File: src/rtl/brq_pkg.sv
`timescale 1ns/1ps
package brq_pkg;
  typedef enum logic [1:0] {
    OWN_NONE = 2'd0,
    OWN_RD   = 2'd1,
    OWN_WR   = 2'd2
  } own_t;

  localparam int DIR_RD = 0;
  localparam int DIR_WR = 1;
  localparam int N_DIR  = 2;
endpackage

File: src/rtl/brq_dir_gate.sv
`timescale 1ns/1ps
// Per-direction qualification: enable source, permit, and the level that is
// compared against the threshold (free slots for inbound, entries for outbound).
module brq_dir_gate #(
  parameter int DEPTH    = 8,
  parameter int CNT_W    = 4,
  parameter int DEEP_MIN = 4,
  parameter bit IS_READ  = 1'b1
) (
  input  logic             local_mode,
  input  logic             reg_en,
  input  logic             loc_en,
  input  logic             permit,
  input  logic             deep,
  input  logic [CNT_W-1:0] fill,
  output logic             pre_ok,
  output logic             live
);
  localparam int LW = CNT_W + 1;
  localparam logic [LW-1:0] DEPTH_L = LW'(DEPTH);
  localparam logic [LW-1:0] DEEP_L  = LW'(DEEP_MIN);

  logic [LW-1:0] fill_x;
  logic [LW-1:0] level;
  logic          on;

  assign fill_x = {1'b0, fill};

  generate
    if (IS_READ) begin : g_free
      always_comb level = (fill_x >= DEPTH_L) ? '0 : (DEPTH_L - fill_x);
    end else begin : g_used
      always_comb level = (fill_x > DEPTH_L) ? DEPTH_L : fill_x;
    end
  endgenerate

  always_comb begin
    on     = (local_mode ? loc_en : reg_en) & permit;
    live   = on & (level != '0);
    pre_ok = on & (deep ? (level >= DEEP_L) : (level != '0));
  end
endmodule

File: src/rtl/brq_owner.sv
`timescale 1ns/1ps
// Ownership tracking: threshold-qualified requests before grant,
// run-to-limit requests while a direction holds the bus.
module brq_owner
  import brq_pkg::*;
(
  input  logic clk,
  input  logic rst_n,
  input  logic gnt,
  input  logic rd_pre,
  input  logic rd_live,
  input  logic wr_pre,
  input  logic wr_live,
  output logic rd_req,
  output logic wr_req,
  output logic rd_cont,
  output logic wr_cont
);
  own_t own_q, own_d;

  always_comb begin
    rd_req  = rst_n & ((own_q == OWN_RD) ? rd_live : ((own_q == OWN_NONE) & rd_pre));
    wr_req  = rst_n & ((own_q == OWN_WR) ? wr_live : ((own_q == OWN_NONE) & wr_pre));
    rd_cont = rst_n & (own_q == OWN_RD) & gnt & rd_live;
    wr_cont = rst_n & (own_q == OWN_WR) & gnt & wr_live;
  end

  always_comb begin
    own_d = own_q;
    unique case (own_q)
      OWN_NONE: begin
        if (gnt && rd_req)      own_d = OWN_RD;
        else if (gnt && wr_req) own_d = OWN_WR;
      end
      OWN_RD:  if (!gnt || !rd_live) own_d = OWN_NONE;
      OWN_WR:  if (!gnt || !wr_live) own_d = OWN_NONE;
      default: own_d = OWN_NONE;
    endcase
  end

  always_ff @(posedge clk or negedge rst_n) begin
    if (!rst_n) own_q <= OWN_NONE;
    else        own_q <= own_d;
  end
endmodule

File: src/rtl/brq_ctrl.sv
`timescale 1ns/1ps
module brq_ctrl
  import brq_pkg::*;
#(
  parameter int DEPTH    = 8,
  parameter int CNT_W    = 4,
  parameter int DEEP_MIN = 4
) (
  input  logic             clk,
  input  logic             rst_n,
  input  logic             local_mode,
  input  logic             rd_reg_en,
  input  logic             wr_reg_en,
  input  logic             rd_loc_en,
  input  logic             wr_loc_en,
  input  logic             rd_permit,
  input  logic             wr_permit,
  input  logic             rd_deep,
  input  logic             wr_deep,
  input  logic [CNT_W-1:0] rd_fill,
  input  logic [CNT_W-1:0] wr_fill,
  input  logic             gnt,
  output logic             rd_req,
  output logic             wr_req,
  output logic             bus_req,
  output logic             rd_cont,
  output logic             wr_cont
);
  logic [N_DIR-1:0] reg_en_v, loc_en_v, permit_v, deep_v, pre_v, live_v;
  logic [CNT_W-1:0] fill_v [N_DIR];

  assign reg_en_v = {wr_reg_en, rd_reg_en};
  assign loc_en_v = {wr_loc_en, rd_loc_en};
  assign permit_v = {wr_permit, rd_permit};
  assign deep_v   = {wr_deep,   rd_deep};
  assign fill_v[DIR_RD] = rd_fill;
  assign fill_v[DIR_WR] = wr_fill;

  for (genvar d = 0; d < N_DIR; d++) begin : g_dir
    brq_dir_gate #(
      .DEPTH   (DEPTH),
      .CNT_W   (CNT_W),
      .DEEP_MIN(DEEP_MIN),
      .IS_READ (d == DIR_RD)
    ) u_gate (
      .local_mode(local_mode),
      .reg_en    (reg_en_v[d]),
      .loc_en    (loc_en_v[d]),
      .permit    (permit_v[d]),
      .deep      (deep_v[d]),
      .fill      (fill_v[d]),
      .pre_ok    (pre_v[d]),
      .live      (live_v[d])
    );
  end

  brq_owner u_owner (
    .clk    (clk),
    .rst_n  (rst_n),
    .gnt    (gnt),
    .rd_pre (pre_v[DIR_RD]),
    .rd_live(live_v[DIR_RD]),
    .wr_pre (pre_v[DIR_WR]),
    .wr_live(live_v[DIR_WR]),
    .rd_req (rd_req),
    .wr_req (wr_req),
    .rd_cont(rd_cont),
    .wr_cont(wr_cont)
  );

  assign bus_req = rd_req | wr_req;
endmodule

File: config.mk
export PLATFORM = sky130hd
export DESIGN_NAME = brq_ctrl
export DESIGN_NICKNAME = d
export VERILOG_FILES = /design/src/rtl/brq_pkg.sv /design/src/rtl/brq_dir_gate.sv /design/src/rtl/brq_owner.sv /design/src/rtl/brq_ctrl.sv
export SDC_FILE = /design/constraint.sdc
export NUM_CORES = 1
export LEC_CHECK = 0
export BUFFER_PORTS_ARGS = -buffer_cell sky130_fd_sc_hd__buf_2
export CAP_MARGIN = 20
export CORE_AREA = 2 2 39 41
export DETAILED_ROUTE_END_ITERATION = 12
export DIE_AREA = 0 0 41 43
export GPL_ROUTABILITY_DRIVEN = 0
export HOLD_SLACK_MARGIN = 0.15
export MAX_ROUTING_LAYER = met4
export SLEW_MARGIN = 25
export SYNTH_ARGS = -nofsm -noshare
export SYNTH_HDL_FRONTEND = slang
export SYNTH_SLANG_ARGS = --single-unit
File: constraint.sdc
create_clock -name clk -period 1.31 [get_ports clk]
set_clock_uncertainty 0.15 [all_clocks]
set_input_delay 0.0655 -clock clk [delete_from_list [all_inputs] [get_ports clk]]
set_output_delay 0.0655 -clock clk [all_outputs]
set_load 0.05 [all_outputs]
== Yosys cells after proc, flatten, opt, wreduce, memory -nomap -nowiden ==
Cells that the tools add are included.
Storage, ports and cells
  bits in registers: 2
  logic and storage cells: 52
  input bits: 20
Operators by class
  bitwise gates (word level): 17
  order comparisons: 4
  reductions and logical operators: 11
  add/subtract/negate cells: 1
  eq/ne operators: 5
  muxes and demuxes: 13
Operators with widths (number)
  $and 1x1->1: 16
  $ge 5x3->1 const B: 2
  $reduce_bool 5->1: 2
  $mux 2: 4
  $mux 1: 6
  $pmux 2 s3: 1
  $mux 5: 1
  $sub 4x4->5 const A: 1
  $ge 4x4->1 const B: 1
  $gt 4x4->1 const B: 1
  $mux 4: 1
  $ne 2x2->1 const B: 2
  $logic_not 1->1: 3
  $ne 3x3->1 const B: 1
  $reduce_and 3->1: 1
  $eq 2x1->1 const B: 1
  $eq 2x2->1 const B: 1
  $logic_and 1x1->1: 2
  $logic_not 2->1: 1
  $logic_or 1x1->1: 2
  $or 1x1->1: 1

== Longest topological paths before layout ==
Gate-level depths: netlist of the first run.
  word-level depth: 12
  depth in mapped cells: 6
  gate-level depth less buffers: 6

== Modules after synthesis ==
Synthesis of the first run repeated with hierarchy kept, for this count alone.
Unflattened totals
  cells, all modules: 41
  area total of the unflattened synthesis: 314.1 µm²
Modules (own cells, without submodules)
  brq_owner: seq. area each 50.0 µm², area an instance 153.9 µm², cells each 20, instances 1
  brq_dir_gate (g_dir[0].u_gate): seq. area each 0.0 µm², area an instance 105.1 µm², cells each 13, instances 1
  brq_dir_gate (g_dir[1].u_gate): seq. area each 0.0 µm², area an instance 48.8 µm², cells each 7, instances 1
  brq_ctrl: seq. area each 0.0 µm², area an instance 6.3 µm², cells each 1, instances 1

== Worst setup path before layout of the first run ==
OpenSTA, ideal clock, no wires.
  kind: in2out
  start point: input port rd_fill[0]
  end point: output port bus_req
  cell stages on the path: 6
  path buffers: 0
  slack: -0.942 ns
  required time: 1.094 ns
  data arrival time: 2.036 ns
  cells stage by stage: inv_1 ha_1 o41ai_2 nand4_1 nor3_2 or2_1
On the way
  longest elaborated chain between the ends: 9
  elaborated cells between the ends (all ways): 12
  classes of those cells: 1 x add/sub; 2 x order compare; 3 x mux; 5 x bitwise; 1 x reduce/logical
Ends and longest elaborated chain
  start: declaration: RTL line brq_ctrl.sv:20  | input logic [CNT_W-1:0] rd_fill,
  $sub 4x4->5 / $ge 4x4->1 (equally long branches): RTL line brq_dir_gate.sv:31  | always_comb level = (fill_x >= DEPTH_L) ? '0 : (DEPTH_L - fill_x);
  $mux 5 (*): RTL line brq_dir_gate.sv:31
  $ge 5x3->1 / $reduce_bool 5->1 (equally long branches): RTL line brq_dir_gate.sv:40, brq_dir_gate.sv:39
  $mux 1: RTL line brq_dir_gate.sv:40  | pre_ok = on & (deep ? (level >= DEEP_L) : (level != '0));
  $and 1x1->1: RTL line brq_dir_gate.sv:40
  $and 1x1->1: RTL line brq_owner.sv:22  | rd_req = rst_n & ((own_q == OWN_RD) ? rd_live : ((own_q == OWN_NONE) & rd_pre));
  $mux 1 (*): RTL line brq_owner.sv:22
  $and 1x1->1 (*): RTL line brq_owner.sv:22
  named net rd_req: RTL line brq_ctrl.sv:23  | output logic rd_req,
  $or 1x1->1 (*): RTL line brq_ctrl.sv:71  | assign bus_req = rd_req | wr_req;
  end: declaration: RTL line brq_ctrl.sv:25  | output logic bus_req,
The timed path passes the listed nets; every way through them passes the cells marked *.

== Final worst setup path of the first run ==
  start point: register u_owner.own_q[0]
  end point: output port bus_req
On the way
  longest elaborated chain between the ends: 5
  elaborated cells between the ends (all ways): 10
  classes of those cells: 2 x eq/ne; 2 x mux; 5 x bitwise; 1 x reduce/logical
Ends and longest elaborated chain
  start: declaration: RTL line brq_owner.sv:19  | own_t own_q, own_d;
  start signal: assignment: RTL line brq_owner.sv:43  | else own_q <= own_d;
  $logic_not 2->1: RTL line brq_owner.sv:22, brq_owner.sv:23
  $and 1x1->1 (on tied branches): RTL line brq_owner.sv:22, brq_owner.sv:23
  $mux 1 (on tied branches): RTL line brq_owner.sv:22, brq_owner.sv:23
  $and 1x1->1 (on tied branches): RTL line brq_owner.sv:22, brq_owner.sv:23
  $or 1x1->1 (*): RTL line brq_ctrl.sv:71
Mark *: on every way between the ends. The rest lies on a longest branch, timed or not.

==> results of run 1 <==
## power groups by stage
stage	Combinational (mW)	Clock (mW)	Sequential, mW
after floorplan	0.0700	0	0.0650
after global placement	0.137	0	0.0650
after detailed placement	0.139	0	0.0650
after CTS	0.163	0.143	0.0645
after global routing	0.189	0.156	0.0646
final	0.174	0.134	0.0646
## cell families after synthesis
family	count (synthesis)
AND/OR/NAND/NOR	18
AO/OA/AOI/OAI	5
buffers and inverters	4
multiplexers	2
flip-flops	2
adder cells (fa/ha/maj)	1
## final cells by class
cell class,count,area (um^2)
clock buffer,3,22.52
inverter,4,15.01
tap,16,20.02
fill,141,708.2
timing repair buffer,40,287.8
sequential,2,50.05
multi-input combinational,26,280.3
## per-layer routing
| layer | vias to the layer above | share of wire | global-route usage |
|---|---|---|---|
| met5 | - | 0 | - |
| met1 | 206 | 0.40 | 0.1613 |
| met4 | 0 | 0 | 0.09333 |
| met3 | 0 | 0.046 | 0.03665 |
| li1 | 214 | - | - |
| met2 | 10 | 0.55 | 0.2156 |
## through the flow
stage / std cells / area, um^2
after detailed placement: 83 / 533.0
after CTS: 90 / 640.6
after global placement: 83 / 533.0
after global routing: 91 / 675.6
final: 91 / 675.6
after floorplan: 32 / 310.3
## layout by cell type (no fill, tap or decap), drive strengths merged
| master | count |
|---|---|
| nand4 | 1 |
| nand3 | 1 |
| a311o | 1 |
| a211oi | 1 |
| nor4 | 1 |
| or2 | 1 |
| nand2b | 3 |
| nor3 | 1 |
| and4 | 1 |
| nor2 | 4 |
| or4 | 1 |
| buf | 38 |
| dlygate4sd3 | 2 |
| mux2 | 2 |
| ha | 1 |
| o41ai | 1 |
| nand3b | 1 |
| a2111oi | 1 |
| clkbuf | 3 |
| o2111ai | 1 |
| inv | 4 |
| nand4bb | 2 |
| dfrtp | 2 |
| and3 | 1 |
## worst max-delay path, cell delays in order, from the launching register on
cell and delay [ps]:
dfrtp_1 380, nand4bb_1 200, o2111ai_2 260, nor3_4 60
or2_4 240, buf_8 150
## worst max-delay path by stage
stage                startpoint  cells after the start  endpoint  slack, ps
3_5_place_dp         rd_fill[0]                      8   rd_cont       -370
2_1_floorplan  u_owner.own_q[0]                      4   bus_req       -410
3_3_place_gp         rd_fill[0]                      8   rd_cont       -350
4_1_cts        u_owner.own_q[0]                      5   bus_req       -430
5_1_grt        u_owner.own_q[0]                      5   bus_req       -480
6_report       u_owner.own_q[0]                      5   bus_req       -410
## what timing repair did
| action | CTS | global route |
|---|---|---|
| setup endpoints to repair | 7 | 7 |
| cloned | 0 | 0 |
| hold buffers | 2 | 0 |
| endpoints found under the hold margin | 4 | 0 |
| gates resized for setup | 14 | 6 |
| pin swaps | 7 | 4 |
| buffers inserted | 2 | 2 |
==> results.md, run 1 <==
* Worst slew slack as a fraction of its limit at 0.7965
* Count of max-cap constraint violations at 0
* Synthesized-area fraction occupied by ao, oa, aoi and oai cells at 0.2072
* Unique masters post-synth at 21
* Post-placement setup slack at -374.8 ps
* Final Setup Violations at 7
* Setup Crit Path Kind: reg2out
* Clock tree from TritonCTS: yes
* Total Wirelength at ~950 um
* Cell types with the largest area share after synthesis: dfrtp_1, mux2_2, nand4bb_1
* Post-synthesis to final-layout area growth at 143.2%
* Fin worst setup slack at -413.8 ps
* Synthesized-area fraction occupied by and/or/nand/nor cells at 0.4324
* Number of design rule violations left after detail routing at 0
* Clock slew at reported path FFs at 30 ps
* Ratio of final minimum period to clock period at 1.316
* Pwr per Cell Area at roughly 550 mW/mm^2
* Launching point of the worst reg2reg path: u_owner.own_q[0]
* Setup repair after global routing missed its margin: true
* Required arrival time at the worst endpoint at around 1100 ps
* Total half-perimeter wirelength after legalization and detailed placement at roughly 720 um
* Maximum clock frequency at 580.1 MHz
* Kind of path behind the tightest hold check: in2async
* R2R depth at 4
* Antenna diodes at 0
* Int Pwr at roughly 0.26 mW
* Share of synthesized flip-flops with an asynchronous set or reset at 1.000
* Post-Synthesis Cells at 32
* Vias per Instance at about 4.7
* Mean routed wirelength per cell at ~10 um
* Number of synthesized flops with an enable pin at 0
* Yosys reg bits at 2
* Width of the die at 41 um
* Leftover overflow at the end of global routing at 0
* Portion of the post-synthesis area used by sequential elements at 0.1802
* Post-route setup TNS at -1881 ps
* Max Buffers Root-to-Sink at 2
* Fin. max-slew vios at 0
* Largest family of logic cells by synthesized area: simple AND/OR/NAND/NOR gates
* Sink count of the clock tree at 2
* Switching Share at 0.3058
* End-of-flow core utilization at 0.4882
* Shortest period the worst path allows at 1724 ps
* Peak supply drop at roughly 360 uV
* Proportion of layout cells with a drive suffix above 1 at 0.7333
* Register-to-register setup slack at -260 ps
* Post-route ant nets at 0
* Run status: complete, but fails checks
* Number of antenna violations at the first check in global routing at 0
* Clock Latency Late Sink at about 220 ps
* Combined global-route utilization of all metal layers at 0.1442
* Pin count of the biggest net entering global routing at 6
* Proportion of synthesized area in mux cells at 0.08108
* Ys Warns at 0
* Adder-cell area share of the yosys netlist at 0.04505
* Number of buffers created by CTS at 3
* XOR/XNOR share of the synthesized area at 0
* Sequential Power Share at 0.174
* Mean Syn Cell Area at 8.680 um^2
* Number of nets in the layout at between 90 and 100
* Largest register FFs at 2
* Largest registers: u_owner.own_q (2)
* Peak fanout along the critical path at 3
* Power, Total at around 0.37 mW
* DIE HEIGHT at about 43 um
* Violated checks: setup timing
* Number of global-route vias before repair at roughly 460
* Synth Net Count at 53
* Router iterations before antenna repair at 2
* Level count of the clock H-tree at 1
* Static Leakage at between 0.3 and 0.4 nW
* Starting utilization of the core area at 0.2007
* First DRT Iteration DRCs at 5
* Worst reg2reg endpoint: u_owner.own_q[1]
* Total Die Area at about 0.0018 mm^2
* Post-synth design cell area at approximately 280 um^2
* Count of endpoints failing hold in the final timing report at 0
* Arrival time of the worst setup path at roughly 1500 ps
* Library cell with the largest summed area after synthesis: dfrtp_1
* Clock root buffer: clkbuf_4
* Kind of start point of the critical path: flop
* Boundary Pins at 25
* Worst hold slack after final layout at ~170 ps
* Sw Pwr at between 0.1 and 0.15 mW
* Core area at around 0.0014 mm^2
* Share of the synthesized area in the top cell type at 0.1802
* Part of the power in the clock network at 0.359
* Top post-synthesis cells by count: inv_1, nor2_1, nand2b_1
* Port bufs at 24
* Largest register by flop count: u_owner.own_q
* Worst-Margin Slew at about 300 ps
* Most frequently used flop master after synthesis: dfrtp_1
* First-pass GRT wire length at around 1700 um
* Crit. End Element: primary output
* Total via count in the routed design at 430
* Logic gate share of total power at 0.468
* Row count at 14
Power figures use the tool's default switching activity.
==> run 2: changes to the inputs <==
--- a/config.mk
+++ b/config.mk
@@ -7,12 +7,15 @@
 export LEC_CHECK = 0
 export BUFFER_PORTS_ARGS = -buffer_cell sky130_fd_sc_hd__buf_2
 export CAP_MARGIN = 20
-export CORE_AREA = 2 2 39 41
+export CELL_PAD_IN_SITES_DETAIL_PLACEMENT = 0
+export CELL_PAD_IN_SITES_GLOBAL_PLACEMENT = 1
+export CORE_MARGIN = 2
+export CORE_UTILIZATION = 20
 export DETAILED_ROUTE_END_ITERATION = 12
-export DIE_AREA = 0 0 41 43
 export GPL_ROUTABILITY_DRIVEN = 0
 export HOLD_SLACK_MARGIN = 0.15
 export MAX_ROUTING_LAYER = met4
+export PLACE_DENSITY_LB_ADDON = 0.1
 export SLEW_MARGIN = 25
 export SYNTH_ARGS = -nofsm -noshare
 export SYNTH_HDL_FRONTEND = slang
==> run 2 against run 1 <==
Effect of this change: the flow still finishes with violations (setup timing); combinational power fell by 3%; wire length grew 0.74%; setup slack got worse by 5.2 ps; critical path depth unchanged; design area fell by 1.5%; clock power hardly changed.
==> results.md, run 2 (same netlist as run 1, synthesis figures left out) <==
* Run status: complete, but fails checks (unchanged)
* Final standard cell count with taps included and fillers excluded at 89 (was 91)
* Most common cell after layout, fill and taps aside: buf_2 (unchanged)
* Vias per Instance at 4.551 (was 4.725)
* Maximum clock frequency at 578.4 MHz (was 580.1 MHz)
* Clock tree from TritonCTS: yes (unchanged)
* Router iterations before antenna repair at 3 (was 2)
* Boundary Pins at 25 (unchanged)
* Max Buffers Root-to-Sink at 2 (unchanged)
* Setup repair after global routing missed its margin: true (unchanged)
* Logic gate share of total power at 0.455 (was 0.468)
* Number of design rule violations left after detail routing at 0 (unchanged)
* DIE HEIGHT at 41.27 um (was 43 um)
* First DRT Iteration DRCs at 2 (was 5)
* Sum of buffers and inverters on the critical path at 1 (unchanged)
* Crit. End Element: primary output (unchanged)
* Starting utilization of the core area at 0.2135 (was 0.2007)
* Count of endpoints failing hold in the final timing report at 0 (unchanged)
* Worst slew slack as a fraction of its limit at 0.8048 (was 0.7965)
* Pin count of the biggest net entering global routing at 6 (unchanged)
* Worst hold slack after final layout at 160.6 ps (was 166.1 ps)
* Count of max-cap constraint violations at 0 (unchanged)
* Ratio of final minimum period to clock period at 1.320 (was 1.316)
* End-of-flow core utilization at 0.5115 (was 0.4882)
* Kind of path behind the tightest hold check: in2reg (was in2async)
* Kind of start point of the critical path: flop (unchanged)
* Worst path slowest cell: dfrtp_1 (unchanged)
* Peak fanout along the critical path at 3 (unchanged)
* Sink count of the clock tree at 2 (unchanged)
* Proportion of layout cells with a drive suffix above 1 at 0.7162 (was 0.7333)
* Topmost layer with routed signal wires: met3 (unchanged)
* Clock Latency Late Sink at 230 ps (was 220 ps)
* Static Leakage at 0.3144 nW (was 0.3210 nW)
* Cell chain of the critical path: nand4bb_1, o2111ai_2, nor3_4, or2_4, buf_6 (was nand4bb_1, o2111ai_2, nor3_4, or2_4, buf_8)
* Mean routed wirelength per cell at 10.73 um (was 10.42 um)
* Post-route ant nets at 0 (unchanged)
* Switching Share at 0.3128 (was 0.3058)
* Worst path max stage delay at 380 ps (about the same)
* Worst-Margin Slew at 292.3 ps (was 304.6 ps)
* Peak supply drop at 400.1 uV (was 358.8 uV)
* Total Die Area at 0.001703 mm^2 (was 0.001763 mm^2)
* Width of the die at 41.27 um (was 41 um)
* Required arrival time at the worst endpoint at 1090 ps (about the same)
* CP delay by family, top: simple AND/OR/NAND/NOR gates (unchanged)
* Largest registers: u_owner.own_q (2) (unchanged)
* Total via count in the routed design at 405 (was 430)
* Routed length on met3 at 67 um (was 44 um)
* Final Setup Violations at 7 (unchanged)
* Row count at 13 (was 14)
* Met1 routed wirelength after detailed routing at 377 um (was 383 um)
* Arrival time of the worst setup path at 1510 ps (about the same)
* Post-placement setup slack at -374.4 ps (was -374.8 ps)
* Number of global-route vias before repair at 385 (was 455)
* First-pass GRT wire length at 1511 um (was 1711 um)
* Int Pwr at 0.2549 mW (was 0.2584 mW)
* Number of buffers created by CTS at 3 (unchanged)
* Largest register by flop count: u_owner.own_q (unchanged)
* Number of nets in the layout at 97 (was 98)
* Register-to-register setup slack at -320 ps (was -260 ps)
* Total Wirelength at 955 um (was 948 um)
* Port bufs at 24 (unchanged)
* Number of antenna violations at the first check in global routing at 0 (unchanged)
* Shortest period the worst path allows at 1729 ps (was 1724 ps)
* Post-synthesis to final-layout area growth at 139.6% (was 143.2%)
* Leftover overflow at the end of global routing at 0 (unchanged)
* Sequential Power Share at 0.174 (about the same)
* Sw Pwr at 0.1161 mW (was 0.1138 mW)
* Total half-perimeter wirelength after legalization and detailed placement at 671.7 um (was 717.6 um)
* Clock root buffer: clkbuf_4 (unchanged)
* Power, Total at 0.3710 mW (was 0.3723 mW)
* Largest register FFs at 2 (unchanged)
* Most frequent cells in the layout: buf_2, buf_4 (unchanged)
* Routed wl met2 at 510 um (was 520 um)
* Antenna diodes at 0 (unchanged)
* Core area at 0.001301 mm^2 (was 0.001384 mm^2)
* Cell total after placement at 80 (was 83)
* Pwr per Cell Area at 557.3 mW/mm^2 (was 551.0 mW/mm^2)
* Fin worst setup slack at -419.0 ps (was -413.8 ps)
* Violated checks: setup timing (unchanged)
* Setup Crit Path Kind: reg2out (unchanged)
* Fin. max-slew vios at 0 (unchanged)
* Clock slew at reported path FFs at 30 ps (about the same)
* Level count of the clock H-tree at 1 (unchanged)
* Part of the power in the clock network at 0.371 (was 0.359)
* Combined global-route utilization of all metal layers at 0.1427 (was 0.1442)
## run 2: changes by cell type in the layout (fill, tap and decap cells not counted)
cell,delta
buf_4,-2
buf_6,+1
dlygate4sd3_1,+1
buf_8,-1
## run 2: worst reg2reg max path, cell delays in order (launching register included)
cell and delay (ps):
dfrtp_1 380, buf_4 150, a311o_1 360, buf_4 160, a2111oi_4 320
## run 2: repair_timing
item                       CTS  global route
setup buffers                2             2
gates cloned                 0             0
setup endpoints to repair    7             7
hold endpoints to repair     4             0
pin swaps                    7             3
resized for setup           16             2
hold buffers                 3             0
## run 2: power by group through the flow
stage | clock network, mW | logic (mW) | registers [mW]
after CTS | 0.148 | 0.162 | 0.0645
after global placement | 0 | 0.135 | 0.0650
after detailed placement | 0 | 0.135 | 0.0650
after global routing | 0.157 | 0.184 | 0.0646
final | 0.137 | 0.169 | 0.0645
after floorplan | 0 | 0.0700 | 0.0650
## run 2: final timing paths
check | cells after the start | endpoint | start
setup / recovery | 5 | bus_req | u_owner.own_q[0]
hold / removal | 4 | u_owner.own_q[1] | wr_permit
setup reg to reg | 4 | u_owner.own_q[1] | u_owner.own_q[0]
hold reg to reg | 3 | u_owner.own_q[1] | u_owner.own_q[1]
max in group asynchronous | 3 | u_owner.own_q[1] | rst_n
min in group asynchronous | 3 | u_owner.own_q[0] | rst_n
## run 2: area by class of cell
| cell class | count | area (um^2) |
|---|---|---|
| Timing Repair Buffer | 39 | 279.0 |
| Multi-Input combinational cell | 26 | 280.3 |
| Tap cell | 15 | 18.77 |
| Fill cell | 137 | 635.6 |
| Clock buffer | 3 | 22.52 |
| Inverter | 4 | 15.01 |
| Sequential cell | 2 | 50.05 |
## run 2: stage by stage
step	cell area, um^2	setup TNS [ps]
floorplan	310.3	-1200
global placement	516.7	-1520
detailed placement	516.7	-1525
CTS	641.9	-1958
global route	665.6	-2378
finish	665.6	-1979
## run 2: metal layers
layer	vias up	global-route usage
met5	-	-
li1	210	-
met3	0	0.06522
met1	181	0.1538
met4	0	0
met2	14	0.2539
==> run 3: changes to the inputs <==
--- a/config.mk
+++ b/config.mk
@@ -9,10 +9,9 @@
 export CAP_MARGIN = 20
 export CELL_PAD_IN_SITES_DETAIL_PLACEMENT = 0
 export CELL_PAD_IN_SITES_GLOBAL_PLACEMENT = 1
-export CORE_MARGIN = 2
-export CORE_UTILIZATION = 20
+export CORE_AREA = 2 2 39 41
 export DETAILED_ROUTE_END_ITERATION = 12
-export GPL_ROUTABILITY_DRIVEN = 0
+export DIE_AREA = 0 0 41 43
 export HOLD_SLACK_MARGIN = 0.15
 export MAX_ROUTING_LAYER = met4
 export PLACE_DENSITY_LB_ADDON = 0.1
==> constraint.sdc (replaced) <==
create_clock -name clk -period 1.9 [get_ports clk]
set_clock_uncertainty 0.15 [all_clocks]
set_input_delay 0.095 -clock clk [delete_from_list [all_inputs] [get_ports clk]]
set_output_delay 0.095 -clock clk [all_outputs]
set_load 0.05 [all_outputs]
==> run 3 against run 2 <==
Effect of this change: the run now ends clean; non-clock buffer count is 5 lower; hold slack better by 50 ps; sequential power is 31% lower; wire length is 13% lower; cell count is 4.5% lower; register-to-register slack better by 720 ps; global-route usage is 2.0 points lower; utilization is 11 points lower; combinational power is 45% lower; critical endpoint unchanged; highest routed layer unchanged; setup slack better by 500 ps; critical path depth stayed put; sequential share of layout area is 1.5 points higher; critical path type unchanged.
==> results.md, run 3 (same netlist as run 1, synthesis figures left out) <==
* Run status: finished, final reports clean (was complete, but fails checks)
* Maximum clock frequency at ~550 MHz
* Clock root buffer: clkbuf_4 (unchanged)
* Pin count of the biggest net entering global routing at 7 (was 6)
* DIE HEIGHT at 43 um (was 41.27 um)
* Total via count in the routed design at 386 (was 405)
* Required arrival time at the worst endpoint at 1650 ps (was 1090 ps)
* Crit. End Element: primary output (unchanged)
* Number of antenna violations at the first check in global routing at 0 (unchanged)
* First-pass GRT wire length at 1476 um (was 1511 um)
* Number of nets in the layout at 92 (was 97)
* Number of global-route vias before repair at 410 (was 385)
* Power, Total at 0.2279 mW (was 0.3710 mW)
* Total Wirelength at 831 um (was 955 um)
* Pwr per Cell Area at 410.3 mW/mm^2 (was 557.3 mW/mm^2)
* Ratio of final minimum period to clock period at 0.9574
* Post-synthesis to final-layout area growth at 100.0% (was 139.6%)
* Worst-Margin Slew at 346.8 ps (was 292.3 ps)
* Row count at 14 (was 13)
* Fillers at 149 (was 137)
* Proportion of layout cells with a drive suffix above 1 at 0.5652 (was 0.7162)
* Count of max-cap constraint violations at 0 (unchanged)
* Clock tree from TritonCTS: yes (unchanged)
* Router iterations before antenna repair at 3 (unchanged)
* Clock slew at reported path FFs at 30 ps (about the same)
* Total half-perimeter wirelength after legalization and detailed placement at 656.5 um (was 671.7 um)
* Peak fanout along the critical path at 3 (unchanged)
* End-of-flow core utilization at 0.4014 (was 0.5115)
* Area used by sequential logic in the layout at 50.05 um^2 (unchanged)
* Clock Latency Late Sink at 220 ps (was 230 ps)
* Post-route ant nets at 0 (unchanged)
* Worst slew slack as a fraction of its limit at 0.7682 (was 0.8048)
* Boundary Pins at 25 (unchanged)
* Peak supply drop at 147.6 uV (was 400.1 uV)
* Number of buffers created by CTS at 3 (unchanged)
* Vias per Instance at 4.541 (was 4.551)
* Largest registers: u_owner.own_q (2) (unchanged)
* Width of the die at 41 um (was 41.27 um)
* Most common cell after layout, fill and taps aside: buf_2 (unchanged)
* Combined global-route utilization of all metal layers at 0.1224 (was 0.1427)
* Final Setup Violations at 0 (was 7)
* Largest register FFs at 2 (unchanged)
* Setup Crit Path Kind: reg2out (unchanged)
* Antenna diodes at 0 (unchanged)
* Post-route setup TNS at 0 ps (was -1979 ps)
* Total Die Area at 0.001763 mm^2 (was 0.001703 mm^2)
* Area occupied by multi-input gates at 231.5 um^2 (was 280.3 um^2)
* Mean routed wirelength per cell at 9.776 um (was 10.73 um)
* Core area at 0.001384 mm^2 (was 0.001301 mm^2)
* Starting utilization of the core area at 0.2007 (was 0.2135)
* Most frequent cells in the layout: buf_2, buf_4, dlygate4sd3_1 (was buf_2, buf_4)
* Max Buffers Root-to-Sink at 2 (unchanged)
* Setup repair after global routing missed its margin: false (was true)
* Fin. max-slew vios at 0 (unchanged)
* Sink count of the clock tree at 2 (unchanged)
* Kind of start point of the critical path: flop (unchanged)
* Kind of path behind the tightest hold check: in2reg (unchanged)
* Arrival time of the worst setup path at 1570 ps (was 1510 ps)
* Largest register by flop count: u_owner.own_q (unchanged)
* Port bufs at 24 (unchanged)
* First DRT Iteration DRCs at 1 (was 2)
* Number of design rule violations left after detail routing at 0 (unchanged)
* Leftover overflow at the end of global routing at 0 (unchanged)
* Final weighted congestion of routability-driven global placement at about 0.66
* Level count of the clock H-tree at 1 (unchanged)
* Count of endpoints failing hold in the final timing report at 0 (unchanged)
* Shortest period the worst path allows at 1819 ps
* Cell total after placement at 75 (was 80)
* Fin worst setup slack at 80.98 ps (was -419.0 ps)
* Final standard cell count with taps included and fillers excluded at 85 (was 89)
* Post-placement setup slack at 46.19 ps (was -374.4 ps)
* Static Leakage at 0.2788 nW (was 0.3144 nW)
[run 3: routing by layer]
metal	GRT usage	up-vias	routed length, um
met3	0.03141	0	54
met4	0.06000	0	0
met2	0.2000	15	430
li1	-	199	-
met5	-	-	0
met1	0.1286	172	346
[run 3: repair_timing]
item	CTS	global route
hold buffers	5	0
setup endpoints to repair	1	3
gates resized for setup	1	5
pin swaps	0	6
buffers inserted	0	2
hold endpoints to repair	4	0
[run 3: worst max-delay path, cell delays in order, from the launching register on]
cell	delay (ps)
dfrtp_1	370
nand4bb_1	190
o2111ai_2	280
nor3_4	80
or2_1	230
buf_4	190
[run 3: where the power goes]
part	total [mW]	switching, mW	internal (mW)	leakage [nW]
clock	0.0910	0.0216	0.0694	0.0138
combinational	0.0926	0.0453	0.0473	0.237
sequential	0.0443	0.000363	0.0440	0.0277
total	0.228	0.0672	0.161	0.279
[run 3: final cells by class]
cell class | count | share of cell area
clock buffers | 3 | 0.04054
flip-flops and latches | 2 | 0.09009
multi-input cells | 26 | 0.4167
inverters | 4 | 0.02703
well taps | 16 | 0.03604
repair buffers | 34 | 0.3896
[run 3: path summary, 6_finish.rpt]
path                                  start               end  slack [ps]  cells past startpoint
max                        u_owner.own_q[0]           bus_req          80                      5
min                                   rst_n  u_owner.own_q[1]         210                      4
max reg2reg                u_owner.own_q[0]  u_owner.own_q[1]         400                      4
min reg2reg                u_owner.own_q[1]  u_owner.own_q[1]         510                      2
max in group asynchronous             rst_n  u_owner.own_q[0]         820                      3
min in group asynchronous             rst_n  u_owner.own_q[1]         650                      3
[run 3: per-stage QoR]
step                hold slack [ps]  area, um^2
floorplan                    -350.6       290.3
global placement             -244.2       452.9
detailed placement           -246.5       452.9
CTS                           195.3       531.8
global route                  245.1       555.5
finish                        210.6       555.5
